File: config.mk
export PLATFORM = sky130hd
export DESIGN_NAME = clkctl_top
export DESIGN_NICKNAME = d
export VERILOG_FILES = /design/src/rtl/clkctl_pkg.sv /design/src/rtl/clkctl_wake.sv /design/src/rtl/clkctl_reg.sv /design/src/rtl/clkctl_div.sv /design/src/rtl/clkctl_top.sv
export SDC_FILE = /design/constraint.sdc
export NUM_CORES = 1
export LEC_CHECK = 0
export ABC_CLOCK_PERIOD_IN_PS = 7400
export CAP_MARGIN = 40
export CORE_ASPECT_RATIO = 1.4
export CORE_MARGIN = 2
export CORE_UTILIZATION = 50
export CTS_CLUSTER_SIZE = 14
export DETAILED_ROUTE_END_ITERATION = 12
export PLACE_DENSITY = 0.83
export SYNTH_ARGS = -nofsm -noshare
export SYNTH_HDL_FRONTEND = slang
export SYNTH_HIERARCHICAL = 1
export SYNTH_SLANG_ARGS = --single-unit
File: constraint.sdc
create_clock -name clk -period 7.4 [get_ports clk]
set_clock_uncertainty 0.2 [all_clocks]
set_input_delay 0.74 -clock clk [delete_from_list [all_inputs] [get_ports clk]]
set_output_delay 0.74 -clock clk [all_outputs]
set_load 0.05 [all_outputs]
File: src/rtl/clkctl_pkg.sv
package clkctl_pkg;
   // field positions of the control byte
   localparam int B_SRC  = 6;
   localparam int B_FACT = 5;
   localparam int B_STOP = 4;
   localparam int B_SWB  = 3;
   localparam int B_PMM  = 2;
   localparam int DIVSEL_W = 2;
   localparam int DIV_MAX_LOG2 = (1 << DIVSEL_W) - 1;

   typedef struct packed {
      logic                src_loop;
      logic                stop;
      logic                swb_en;
      logic                pmm_on;
      logic [DIVSEL_W-1:0] div_sel;
   } ctl_t;
endpackage

File: src/rtl/clkctl_wake.sv
module clkctl_wake #(
   parameter int NUM_WAKE  = 10,
   parameter bit WAKE_FLOP = 1'b0
) (
   input  logic                clk,
   input  logic                rst_n,
   input  logic [NUM_WAKE-1:0] wake_evt,
   output logic                wake_any
);
   initial begin
      if (NUM_WAKE < 1) $error("NUM_WAKE must be at least 1");
   end

   logic any_c;
   assign any_c = |wake_evt;

   generate
      if (WAKE_FLOP) begin : g_flop
         logic any_q;
         always_ff @(posedge clk or negedge rst_n) begin
            if (!rst_n) any_q <= 1'b0;
            else        any_q <= any_c;
         end
         assign wake_any = any_q;
      end else begin : g_comb
         assign wake_any = any_c;
      end
   endgenerate
endmodule

File: src/rtl/clkctl_reg.sv
module clkctl_reg
   import clkctl_pkg::*;
#(
   parameter bit SRC_RST = 1'b1
) (
   input  logic       clk,
   input  logic       rst_n,
   input  logic       wr_en,
   input  logic [7:0] wr_data,
   input  logic       wake_any,
   output ctl_t       ctl
);
   ctl_t q;
   logic switchback;
   logic swb_block;

   assign switchback = q.pmm_on && q.swb_en && wake_any;
   assign swb_block  = q.pmm_on && wake_any && wr_data[B_SWB] && !q.swb_en;

   always_ff @(posedge clk or negedge rst_n) begin
      if (!rst_n) begin
         q.src_loop <= SRC_RST;
         q.stop     <= 1'b0;
         q.swb_en   <= 1'b0;
         q.pmm_on   <= 1'b0;
         q.div_sel  <= '0;
      end else begin
         if (wr_en) begin
            q.src_loop <= wr_data[B_SRC];
            q.stop     <= wr_data[B_STOP];
            if (!swb_block) q.swb_en <= wr_data[B_SWB];
            if (!q.pmm_on)  q.div_sel <= wr_data[DIVSEL_W-1:0];
         end
         if (switchback)  q.pmm_on <= 1'b0;
         else if (wr_en)  q.pmm_on <= wr_data[B_PMM];
      end
   end

   assign ctl = q;

   // divider select frozen while power-management is on
   a_r5_div_locked: assert property (@(posedge clk) disable iff (!rst_n)
      (q.pmm_on && wr_en) |=> $stable(q.div_sel));
   // switchback clears power-management
   a_r6_switchback: assert property (@(posedge clk) disable iff (!rst_n)
      (q.pmm_on && q.swb_en && wake_any) |=> !q.pmm_on);
   // switchback keeps divider select and enable
   a_r7_keep_fields: assert property (@(posedge clk) disable iff (!rst_n)
      (q.pmm_on && q.swb_en && wake_any) |=> ($stable(q.div_sel) && q.swb_en));
   // arming refused while a wake event is pending
   a_r8_arm_refused: assert property (@(posedge clk) disable iff (!rst_n)
      (q.pmm_on && wake_any && wr_en && !q.swb_en) |=> !q.swb_en);
   // no wake effect without switchback armed
   a_r12_wake_inert: assert property (@(posedge clk) disable iff (!rst_n)
      (q.pmm_on && !q.swb_en && !wr_en) |=> q.pmm_on);
endmodule

File: src/rtl/clkctl_div.sv
module clkctl_div #(
   parameter int CNT_W  = 8,
   parameter int LOG2_W = 4
) (
   input  logic              clk,
   input  logic              rst_n,
   input  logic [LOG2_W-1:0] log2_in,
   output logic              pulse
);
   initial begin
      if (CNT_W < 1)  $error("CNT_W must be at least 1");
      if ((1 << LOG2_W) <= CNT_W) $error("LOG2_W too narrow for CNT_W");
   end

   logic [CNT_W-1:0]  cnt_q;
   logic [LOG2_W-1:0] log2_q;
   logic [CNT_W-1:0]  term;
   logic              changed;
   logic              at_term;

   assign term    = {CNT_W{1'b1}} >> (CNT_W - int'(log2_in));
   assign changed = (log2_in != log2_q);
   assign at_term = (cnt_q == term);

   always_ff @(posedge clk or negedge rst_n) begin
      if (!rst_n) begin
         cnt_q  <= '0;
         log2_q <= '0;
      end else begin
         log2_q <= log2_in;
         if (changed || at_term) cnt_q <= '0;
         else                    cnt_q <= cnt_q + 1'b1;
      end
   end

   assign pulse = at_term && !changed;

   // pulses are single cycle for any ratio above one
   a_r9_single_pulse: assert property (@(posedge clk) disable iff (!rst_n)
      (pulse && log2_in != '0 && $stable(log2_in)) |=> !pulse);
   // count restarts when the ratio moves
   a_r11_restart: assert property (@(posedge clk) disable iff (!rst_n)
      (log2_in != log2_q) |=> (cnt_q == '0));
endmodule

File: src/rtl/clkctl_top.sv
module clkctl_top
   import clkctl_pkg::*;
#(
   parameter int NUM_WAKE  = 10,
   parameter int PMM_LOG2  = 8,
   parameter bit WAKE_FLOP = 1'b0,
   parameter bit SRC_RST   = 1'b1
) (
   input  logic                clk,
   input  logic                rst_n,
   input  logic                wr_en,
   input  logic [7:0]          wr_data,
   output logic [7:0]          rd_data,
   input  logic [NUM_WAKE-1:0] wake_evt,
   input  logic                osc_ready,
   output logic                stop_req,
   output logic                clk_en
);
   localparam int LOG2_W = $clog2(PMM_LOG2 + 1);

   initial begin
      if (PMM_LOG2 <= DIV_MAX_LOG2) $error("PMM_LOG2 must exceed the normal ratios");
      if (PMM_LOG2 > 16)            $error("PMM_LOG2 limited to 16");
   end

   logic              wake_any;
   ctl_t              ctl;
   logic [LOG2_W-1:0] eff_log2;
   logic              loop_active;
   logic              unused_bits;

   assign unused_bits = ^{wr_data[7], wr_data[B_FACT]};

   clkctl_wake #(.NUM_WAKE(NUM_WAKE), .WAKE_FLOP(WAKE_FLOP)) u_wake (
      .clk(clk), .rst_n(rst_n), .wake_evt(wake_evt), .wake_any(wake_any));

   clkctl_reg #(.SRC_RST(SRC_RST)) u_reg (
      .clk(clk), .rst_n(rst_n), .wr_en(wr_en), .wr_data(wr_data),
      .wake_any(wake_any), .ctl(ctl));

   assign eff_log2 = ctl.pmm_on ? LOG2_W'(PMM_LOG2) : LOG2_W'(ctl.div_sel);

   clkctl_div #(.CNT_W(PMM_LOG2), .LOG2_W(LOG2_W)) u_div (
      .clk(clk), .rst_n(rst_n), .log2_in(eff_log2), .pulse(clk_en));

   assign loop_active = ctl.src_loop || !osc_ready;
   assign stop_req    = ctl.stop;
   assign rd_data     = {1'b0, ctl.src_loop, loop_active, ctl.stop,
                         ctl.swb_en, ctl.pmm_on, ctl.div_sel};

   // loop flag tracks an unready oscillator
   a_r3_loop_flag: assert property (@(posedge clk) disable iff (!rst_n)
      !osc_ready |-> rd_data[B_FACT]);
   // reserved bit never set
   a_r2_reserved: assert property (@(posedge clk) disable iff (!rst_n)
      !rd_data[7]);
endmodule

==> impl_metrics.tcl <==
set metrics [dict create \
    start_kind "register" \
    synth.avg_cell_area_um2 9.69 \
    syn_to_final_growth_pct 25.1 \
    worstSetupPathDepth 10 \
    switchingPower_uw 137 \
    cts_tree "done" \
    synth.most_common_cell "dfrtp_1" \
    synth_flop_cell "dfrtp_1" \
    finalSetupViolCount 0 \
    syn_area_um2 1200 \
    antenna_found_initial 0 \
    synth-async-reset-ratio_pct 100 \
    clock_power_share_pct 17.6 \
    cts.sinks 18 \
    grt_use_total_pct 20.3 \
    yosys_warnings 6 \
    path_max_fanout 17 \
    start_util_pct 51.4 \
    tightestPinTransition_ns 0.777 \
    grt_max_degree 19 \
    postRouteAntennaNets 0 \
    topRoutingLayerUsed "met4" \
    min_period_ns 5.44 \
    maxCapViolations 0 \
    whs_path_depth 1 \
    netlist_instances 124 \
    max_freq_mhz 184 \
    hp-class "reg -> reg" \
    cp_data_required_time_ns 6.46 \
    maxSlewViolCount 0 \
    yosys.cell_types.count 47 \
    drt-met1-wl_mm 1.03 \
    fin_ws_ns 1.96 \
    vias_per_cell 5.75 \
    cts-root-buf "clkbuf_4" \
    drt-wirelength-per-cell_um 14.0 \
    cts_hold_repair.buffers 0 \
    whs_ns 0.298 \
    final_nets 176 \
    dieArea_um2 2820 \
    critical_path_buf_inv_count 2 \
    peakVddDrop_mv 0.143 \
    wirelength_mm 2.43 \
    grt_pass1_vias 1041 \
    tns_ns 0 \
    grt_overflow_total 0 \
    netlist_top_cells_area "dfrtp_1 35%, xor2_1 5.8%, xnor2_1 5.1%" \
    drive_gt1_share_pct 8.61 \
    design_power_total_uw 346 \
    drt_iter0_drc 14 \
    reg2reg_from "u_reg/ctl[2]" \
    min-delay-start "u_reg/ctl[3]" \
    yosysSeqAreaShare_pct 37.6 \
    htree_levels 1 \
    synth_top_cell_by_area "dfrtp_1" \
    place_congestion 0.803 \
    post-route-period-util_pct 73.5 \
    critPathTopFamily "simple AND/OR/NAND/NOR gates" \
    final-hold-violation-count 0 \
    core_area_um2 2340 \
    swShare_pct 39.7 \
    placed_area_um2 1470 \
    vias 1000 \
    internal-power_uw 209 \
    ios 32 \
    wl_met3_um 106 \
    status "complete, no violations" \
    p_comb_share_pct 47.5 \
    post_synth_most_frequent_cells "17 x dfrtp_1, 11 x nor2_1, 8 x nand2_1, 8 x xor2_1, 7 x xnor2_1" \
    die-height_um 62.0 \
    critPathLaunch "u_reg/ctl[2]" \
    cp_slowest_cell "clkdlybuf4s50_1" \
    cts_max_path_buffers 2 \
    dpl.cell_count 170 \
    std_cell_rows 21 \
    slew_headroom_pct 48.0 \
    cp_slowest_stage_delay_ns 0.79 \
    clk_pin_slew_worst_paths_ns 0.10 \
    endpoint_kind "output port" \
    utilization_pct 64.3 \
    seqPwrFrac_pct 34.9 \
    die_x_um 45.4 \
    leakagePower_nw 0.664 \
    reg2reg_depth 9 \
    cts_setup_buffers 0 \
    path_cells "nor2b_1 > inv_1 > ha_1 > or4b_4 > nor2_1 > or4_1 > a22o_1 > nor4_4 > and2_1 > clkdlybuf4s50_1" \
    diodes 0 \
    synth_top_area_share_pct 35.4 \
    critPathKind "reg -> out" \
    fin_area_um2 1500 \
    io_buffers 28 \
    synth_edf_count 0 \
    dp_hpwl_mm 1.86 \
    drc 0 \
    instances_no_fill 174 \
    cts-buffers-inserted 3 \
    arrival_ns 4.50 \
    grt_pass1_wl_mm 4.18 \
    dr.pass1.iters 4 \
    post_cts_resized 0 \
    wl_met2_mm 1.23 \
    p_per_area_nw_per_um2 230 \
    rsz0062_at_grt "false" \
    ys_ff_latch 18 \
    post-place-ws_ns 2.32 \
    insertion_delay_ns 0.30 \
]
## worst paths after layout
kind	endpoint	slack, ns
min	u_reg/ctl[2]	0.30
max in group asynchronous	u_div/log2_q[3]	5.83
min in group asynchronous	u_div/cnt_q[4]	0.69
max	clk_en	1.96
max reg2reg	u_div/cnt_q[4]	3.74
min reg2reg	u_reg/ctl[2]	0.30
## per-layer routing
layer / GRT usage, % / vias to the layer above
li1: - / 491
met1: 24.0 / 466
met2: 34.4 / 36
met3: 2.60 / 7
met4: 12.2 / 0
met5: 0 / -
## power groups by stage
stage               Combinational, mW  Clock, mW  Sequential (mW)
floorplan                       0.109          0            0.137
CTS                             0.163     0.0617            0.121
detailed placement              0.162          0            0.123
global route                    0.179     0.0665            0.123
finish                          0.164     0.0609            0.121
global placement                0.156          0            0.122
## registers in the layout (all words and copies together), names as in the netlist
signal	cells
u_reg/ctl	6
u_div/cnt_q	8
u_div/log2_q	4
## cells in the final DEF, fill, tap and decap left out, types with 3 or more instances in the layout
master and n:
nor3b_1 3, clkdlybuf4s50_1 28, clkbuf_4 3, inv_1 4, conb_1 3, nand2_1 8
nand3_1 4, nor2_1 11, nor3_1 4, xor2_1 8, dfrtp_1 17, nand2b_1 3
xnor2_1 7, nor4_1 4, a211oi_1 3
## area by class of cell
type / instances / area [um2]
inverters: 5 / 18.8
multi-input cells: 95 / 679
fillers: 175 / 836
well taps: 23 / 28.8
clock buffers: 4 / 36.3
flip-flops and latches: 18 / 452
repair buffers: 29 / 288
## cells by family after synthesis
| logic type | after synthesis | synth area share (%) |
|---|---|---|
| AOI/OAI and AO/OA | 20 | 12.6 |
| xor gates and xnor gates | 15 | 10.9 |
| adders and majority gates | 2 | 2.08 |
| buffers and inverters | 13 | 6.46 |
| DFF | 18 | 37.6 |
| muxes | 7 | 6.98 |
| other | 1 | 0.312 |
| and+or+nand+nor | 48 | 23.0 |
(Power assumes the default switching activity.)
